--- src/rtl/mbx_pkg.sv ---
// Shared constants and types for the host mailbox bridge.
// Assumes the host address map is fixed: inbound bank, outbound bank, status slot.
package mbx_pkg;
    localparam int BANK_W = 4;
    localparam int ADDR_W = 2;

    localparam logic [BANK_W-1:0] BANK_INBOX  = 4'b0010;
    localparam logic [BANK_W-1:0] BANK_OUTBOX = 4'b0011;
    localparam logic [ADDR_W-1:0] ADR_LO      = 2'b00;
    localparam logic [ADDR_W-1:0] ADR_HI      = 2'b01;
    localparam logic [ADDR_W-1:0] ADR_STAT    = 2'b10;

    typedef enum logic [2:0] {
        SEL_NONE,
        SEL_IN_LO,
        SEL_IN_HI,
        SEL_OUT_LO,
        SEL_OUT_HI,
        SEL_STAT
    } mbx_sel_e;
endpackage

--- src/rtl/mbx_decode.sv ---
// Host address decoder: maps bank select and address onto one mailbox slot.
// Assumes a purely combinational decode; an unmapped pair yields SEL_NONE.
module mbx_decode
    import mbx_pkg::*;
(
    input  logic [BANK_W-1:0] bank,
    input  logic [ADDR_W-1:0] addr,
    output mbx_sel_e          sel
);
    // Slot selection from bank and address.
    always_comb begin
        sel = SEL_NONE;
        if (bank == BANK_INBOX) begin
            if (addr == ADR_LO)      sel = SEL_IN_LO;
            else if (addr == ADR_HI) sel = SEL_IN_HI;
        end else if (bank == BANK_OUTBOX) begin
            if (addr == ADR_LO)        sel = SEL_OUT_LO;
            else if (addr == ADR_HI)   sel = SEL_OUT_HI;
            else if (addr == ADR_STAT) sel = SEL_STAT;
        end
    end
endmodule

--- src/rtl/mbx_in_box.sv ---
// Inbound mailbox: host writes two halves; the upper-half write raises the ready flag.
// Assumes single-cycle write and read strobes. A set beats a simultaneous processor read.
module mbx_in_box #(
    parameter int HALF_W = 16,
    localparam int WORD_W = 2 * HALF_W
) (
    input  logic              clk,
    input  logic              rst_n,
    input  logic              wr_lo,
    input  logic              wr_hi,
    input  logic [HALF_W-1:0] wdata,
    input  logic              core_rd,
    output logic [WORD_W-1:0] word,
    output logic              flag
);
    logic [HALF_W-1:0] half_q [2];

    // Half-word storage; index 0 is the lower half.
    for (genvar g = 0; g < 2; g++) begin : g_half
        logic wen;
        assign wen = (g == 0) ? wr_lo : wr_hi;
        always_ff @(posedge clk) begin
            if (!rst_n)   half_q[g] <= '0;
            else if (wen) half_q[g] <= wdata;
        end
    end

    // Ready flag: set by the upper-half write, cleared by the processor read.
    always_ff @(posedge clk) begin
        if (!rst_n)       flag <= 1'b0;
        else if (wr_hi)   flag <= 1'b1;
        else if (core_rd) flag <= 1'b0;
    end

    assign word = {half_q[1], half_q[0]};

    a_r3_hi_write_sets: assert property (@(posedge clk) disable iff (!rst_n)
        wr_hi |=> flag && word[WORD_W-1:HALF_W] == $past(wdata));
    a_r4_read_clears: assert property (@(posedge clk) disable iff (!rst_n)
        core_rd && !wr_hi |=> !flag);
    a_r2_lo_write_keeps_flag: assert property (@(posedge clk) disable iff (!rst_n)
        wr_lo && !wr_hi && !core_rd |=> $stable(flag) && word[HALF_W-1:0] == $past(wdata));
endmodule

--- src/rtl/mbx_out_box.sv ---
// Outbound mailbox: the processor writes a full word and raises the flag.
// The host upper-half read clears the flag. Assumes single-cycle strobes; a set beats a clear.
module mbx_out_box #(
    parameter int WORD_W = 32
) (
    input  logic              clk,
    input  logic              rst_n,
    input  logic              core_wr,
    input  logic [WORD_W-1:0] core_wdata,
    input  logic              host_rd_hi,
    output logic [WORD_W-1:0] word,
    output logic              flag
);
    // Outbound word storage.
    always_ff @(posedge clk) begin
        if (!rst_n)       word <= '0;
        else if (core_wr) word <= core_wdata;
    end

    // Ready flag: set by the processor write, cleared by the host upper-half read.
    always_ff @(posedge clk) begin
        if (!rst_n)          flag <= 1'b0;
        else if (core_wr)    flag <= 1'b1;
        else if (host_rd_hi) flag <= 1'b0;
    end

    a_r5_write_sets: assert property (@(posedge clk) disable iff (!rst_n)
        core_wr |=> flag && word == $past(core_wdata));
    a_r6_hi_read_clears: assert property (@(posedge clk) disable iff (!rst_n)
        host_rd_hi && !core_wr |=> !flag);
endmodule

--- src/rtl/host_mailbox_bridge.sv ---
// Top of the host mailbox bridge. It decodes host accesses, routes them into the two
// mailboxes and registers host read data with one cycle of latency.
// Assumes the host strobes are already synchronous to clk and last one cycle.
module host_mailbox_bridge
    import mbx_pkg::*;
#(
    parameter int HALF_W = 16
) (
    input  logic                clk,
    input  logic                rst_n,
    input  logic [3:0]          host_bank,
    input  logic [1:0]          host_addr,
    input  logic                host_wr,
    input  logic                host_rd,
    input  logic [HALF_W-1:0]   host_wdata,
    output logic [HALF_W-1:0]   host_rdata,
    input  logic                core_in_rd,
    output logic [2*HALF_W-1:0] core_in_data,
    output logic                core_in_flag,
    input  logic                core_out_wr,
    input  logic [2*HALF_W-1:0] core_out_wdata,
    output logic                core_out_flag
);
    localparam int WORD_W = 2 * HALF_W;

    mbx_sel_e          sel;
    logic [WORD_W-1:0] out_word;
    logic [HALF_W-1:0] rd_mux;

    mbx_decode u_decode (
        .bank (host_bank),
        .addr (host_addr),
        .sel  (sel)
    );

    mbx_in_box #(.HALF_W(HALF_W)) u_in_box (
        .clk     (clk),
        .rst_n   (rst_n),
        .wr_lo   (host_wr && sel == SEL_IN_LO),
        .wr_hi   (host_wr && sel == SEL_IN_HI),
        .wdata   (host_wdata),
        .core_rd (core_in_rd),
        .word    (core_in_data),
        .flag    (core_in_flag)
    );

    mbx_out_box #(.WORD_W(WORD_W)) u_out_box (
        .clk        (clk),
        .rst_n      (rst_n),
        .core_wr    (core_out_wr),
        .core_wdata (core_out_wdata),
        .host_rd_hi (host_rd && sel == SEL_OUT_HI),
        .word       (out_word),
        .flag       (core_out_flag)
    );

    // Host read data selection from the decoded slot.
    always_comb begin
        unique case (sel)
            SEL_IN_LO:  rd_mux = core_in_data[HALF_W-1:0];
            SEL_IN_HI:  rd_mux = core_in_data[WORD_W-1:HALF_W];
            SEL_OUT_LO: rd_mux = out_word[HALF_W-1:0];
            SEL_OUT_HI: rd_mux = out_word[WORD_W-1:HALF_W];
            SEL_STAT:   rd_mux = {{(HALF_W-2){1'b0}}, core_in_flag, core_out_flag};
            default:    rd_mux = '0;
        endcase
    end

    // Registered host read data, held between reads.
    always_ff @(posedge clk) begin
        if (!rst_n)       host_rdata <= '0;
        else if (host_rd) host_rdata <= rd_mux;
    end

    a_r10_hold_idle: assert property (@(posedge clk) disable iff (!rst_n)
        !host_rd |=> $stable(host_rdata));
    a_r9_unmapped_zero: assert property (@(posedge clk) disable iff (!rst_n)
        host_rd && sel == SEL_NONE |=> host_rdata == '0);
    a_r8_host_write_outbox_ignored: assert property (@(posedge clk) disable iff (!rst_n)
        host_wr && host_bank == BANK_OUTBOX && !core_out_wr && !host_rd
        |=> $stable(out_word) && $stable(core_out_flag));
    a_r7_status_bits: assert property (@(posedge clk) disable iff (!rst_n)
        host_rd && sel == SEL_STAT
        |=> host_rdata == {{(HALF_W-2){1'b0}}, $past(core_in_flag), $past(core_out_flag)});
endmodule

--- config.mk ---
export PLATFORM = sky130hd
export DESIGN_NAME = host_mailbox_bridge
export DESIGN_NICKNAME = d
export VERILOG_FILES = /design/src/rtl/mbx_pkg.sv /design/src/rtl/mbx_decode.sv /design/src/rtl/mbx_in_box.sv /design/src/rtl/mbx_out_box.sv /design/src/rtl/host_mailbox_bridge.sv
export SDC_FILE = /design/constraint.sdc
export NUM_CORES = 1
export LEC_CHECK = 0
export BUFFER_PORTS_ARGS = -buffer_cell sky130_fd_sc_hd__buf_2
export CAP_MARGIN = 20
export CORE_UTILIZATION = 25
export DETAILED_ROUTE_END_ITERATION = 6
export GPL_TIMING_DRIVEN = 0
export PLACE_DENSITY_LB_ADDON = 0.3
export SLEW_MARGIN = 20
export SYNTH_ARGS = -nofsm -noshare
export SYNTH_HDL_FRONTEND = slang
export SYNTH_HIERARCHICAL = 1
export SYNTH_SLANG_ARGS = --single-unit
--- constraint.sdc ---
create_clock -name clk -period 3.4 [get_ports clk]
set_input_delay 0.17 -clock clk [delete_from_list [all_inputs] [get_ports clk]]
set_output_delay 0.17 -clock clk [all_outputs]
set_load 0.01 [all_outputs]
==> out/qor.yml <==
power_mw: 2.28
multiInputGateArea_um2: 1520
dr.pass1.iters: 4
finalCriticalPeriod_ps: 2710
root_buffer: "clkbuf_16"
antenna_found_initial: 1
cts_buffer_depth: 2
drive_gt1_share_pct: 36.9
setup_tns_ps: 0
required_ps: 3360
cap_violations: 0
die_x_um: 123
grt_max_degree: 22
nets: 489
layout_commonest_cell: "buf_2"
max_freq_mhz: 368
hpwl_mm: 8.13
core_um2: 14500
syn_to_final_growth_pct: 29.1
clkTransAtPathRegs_ps: 60
grt_use_total_pct: 14.2
post-synth-top-area-cell: "dfxtp_1"
num_vias: 2780
h-tree-depth: 3
synth_area_leaders: "dfxtp_1 (27%), edfxtp_1 (26%), mux2i_1 (9.5%)"
syn_inst: 307
cts_tree: "done"
yosys_warnings: 6
start_util_pct: 25.4
post-place-ws_ps: 336
syn_nets: 370
regArea_um2: 1960
power_density_nw_per_um2: 480
period_share_pct: 79.8
clock_skew_ps: 8.23
cp_max_fo: 16
post_cts_resized: 0
place_congestion: 0.768
drc_errors: 0
final-setup-viol-count: 0
leakage_nw: 2.09
yosysUniqueCellTypes: 36
chipHeight_um: 123
antennaDiodeCount: 0
worstSkewPairLatency_ps: 340
grt_pass1_wl_mm: 15.6
cts-buffers-inserted: 9
hold_buffers: 0
tightestPinTransition_ps: 870
ys_seq_elements: 82
routedWlPerCell_um: 17.0
fill_cells: 1522
peakVddDrop_uv: 213
synth_enable_flop_cells: 32
grt-ovfl-total: 0
totalWireLength_mm: 10.5
final-hold-violation-count: 0
postSynthAreaPerCell_um2: 12.0
cp.arrival_ps: 2670
final_cell_mix: "buf_2 (114), dfxtp_1 (50), nor2b_1 (37)"
io_buffer_count: 108
cp-start-kind: "primary input"
synth_top_area_share_pct: 27.2
ant_nets: 0
crit_path_end_kind: "register"
path_class: "in -> reg"
async_flop_share_pct: 0
postCtsSetupBuffers: 0
seq_area_frac_synth_pct: 53.2
max-slew-margin-rel_pct: 42.0
initialDrtViolationCount: 200
setup_slack_ps: 685
vias_per_cell: 4.52
grt_setup_unrepaired: "no"
ys.flop_type: "dfxtp_1"
grt_pass1_vias: 2742
io-pin-count: 110
status: "complete, no violations"
die_area_um2: 15200
row_count: 44
finalMaxSlewViolations: 0
clock-sinks: 82
syn_area_um2: 3680
hp-class: "in -> reg"
routing by layer:
metal	global-route usage, %	wire, um	up-vias
li1	-	-	1374
met1	19.3	4950	1315
met2	22.3	4830	85
met3	3.23	583	6
met4	4.29	89	0
met5	0	0	-
final timing paths:
kind                                             from                      to  slack, ps  cells past startpoint
worst max-delay path                     host_bank[3]  u_in_box/half_q[1][13]        690                      7
worst min-delay path               core_out_wdata[20]      u_out_box/word[20]         90                      3
worst min register to register          host_rdata[2]           host_rdata[2]        490                      2
worst max register to register  u_in_box/half_q[1][9]           host_rdata[9]       2190                      3
final cells by class:
class / count / area share, %
well taps: 184 / 4.84
clock buffers: 9 / 4.74
repair buffers: 108 / 11.4
inverters: 4 / 0.316
clock inverters: 7 / 1.58
multi-input cells: 198 / 31.9
plain buffers: 23 / 3.97
flip-flops and latches: 82 / 41.3
synth_stat cells, types with 4 or more instances:
cell type and instances:
dfxtp_1 50, nor2b_1 37, mux2i_1 35, and3_1 33, edfxtp_1 32, mux2_2 15
a22oi_1 13, a32oi_1 13, o21ai_1 11, a21oi_1 8, buf_2 6, clkbuf_1 5
buf_6 4, clkbuf_2 4, inv_1 4, nor2_1 4
critical path, cell delays in order:
cell and delay (ps):
buf_2 90, or3b_1 410, nor2_1 360, buf_2 300, and2b_1 210, and3b_1 380, nand2b_1 740
cell families after synthesis:
logic type	after synthesis	synth area share [%]
fa+ha+maj	3	1.02
mux	50	14.1
compound gates	58	11.0
flops	82	53.2
simple gates	87	15.1
buf+inv	27	5.53
stage by stage:
step | instances | hold slack, ps | util, % | area [um2]
6_report | 615 | 92.5 | 32.8 | 4760
5_1_grt | 615 | 90.2 | 32.8 | 4760
4_1_cts | 615 | 80.3 | 32.8 | 4760
3_5_place_dp | 599 | 436 | 30.8 | 4460
3_3_place_gp | 599 | 432 | 30.8 | 4460
2_1_floorplan | 307 | 298 | - | 3680
flip-flops by register name, summed over array words and instances, names as in the netlist:
signal	flops
u_out_box/word	32
u_in_box/flag	1
host_rdata	16
u_out_box/flag	1
u_in_box/half_q	32
power by group:
| part | leakage [nW] | internal [mW] | switching, mW | total (mW) |
|---|---|---|---|---|
| clock | 0.138 | 0.572 | 0.403 | 0.975 |
| combinational | 1.24 | 0.102 | 0.112 | 0.214 |
| sequential | 0.715 | 1.07 | 0.0284 | 1.10 |
Power figures use the tool's default switching activity.
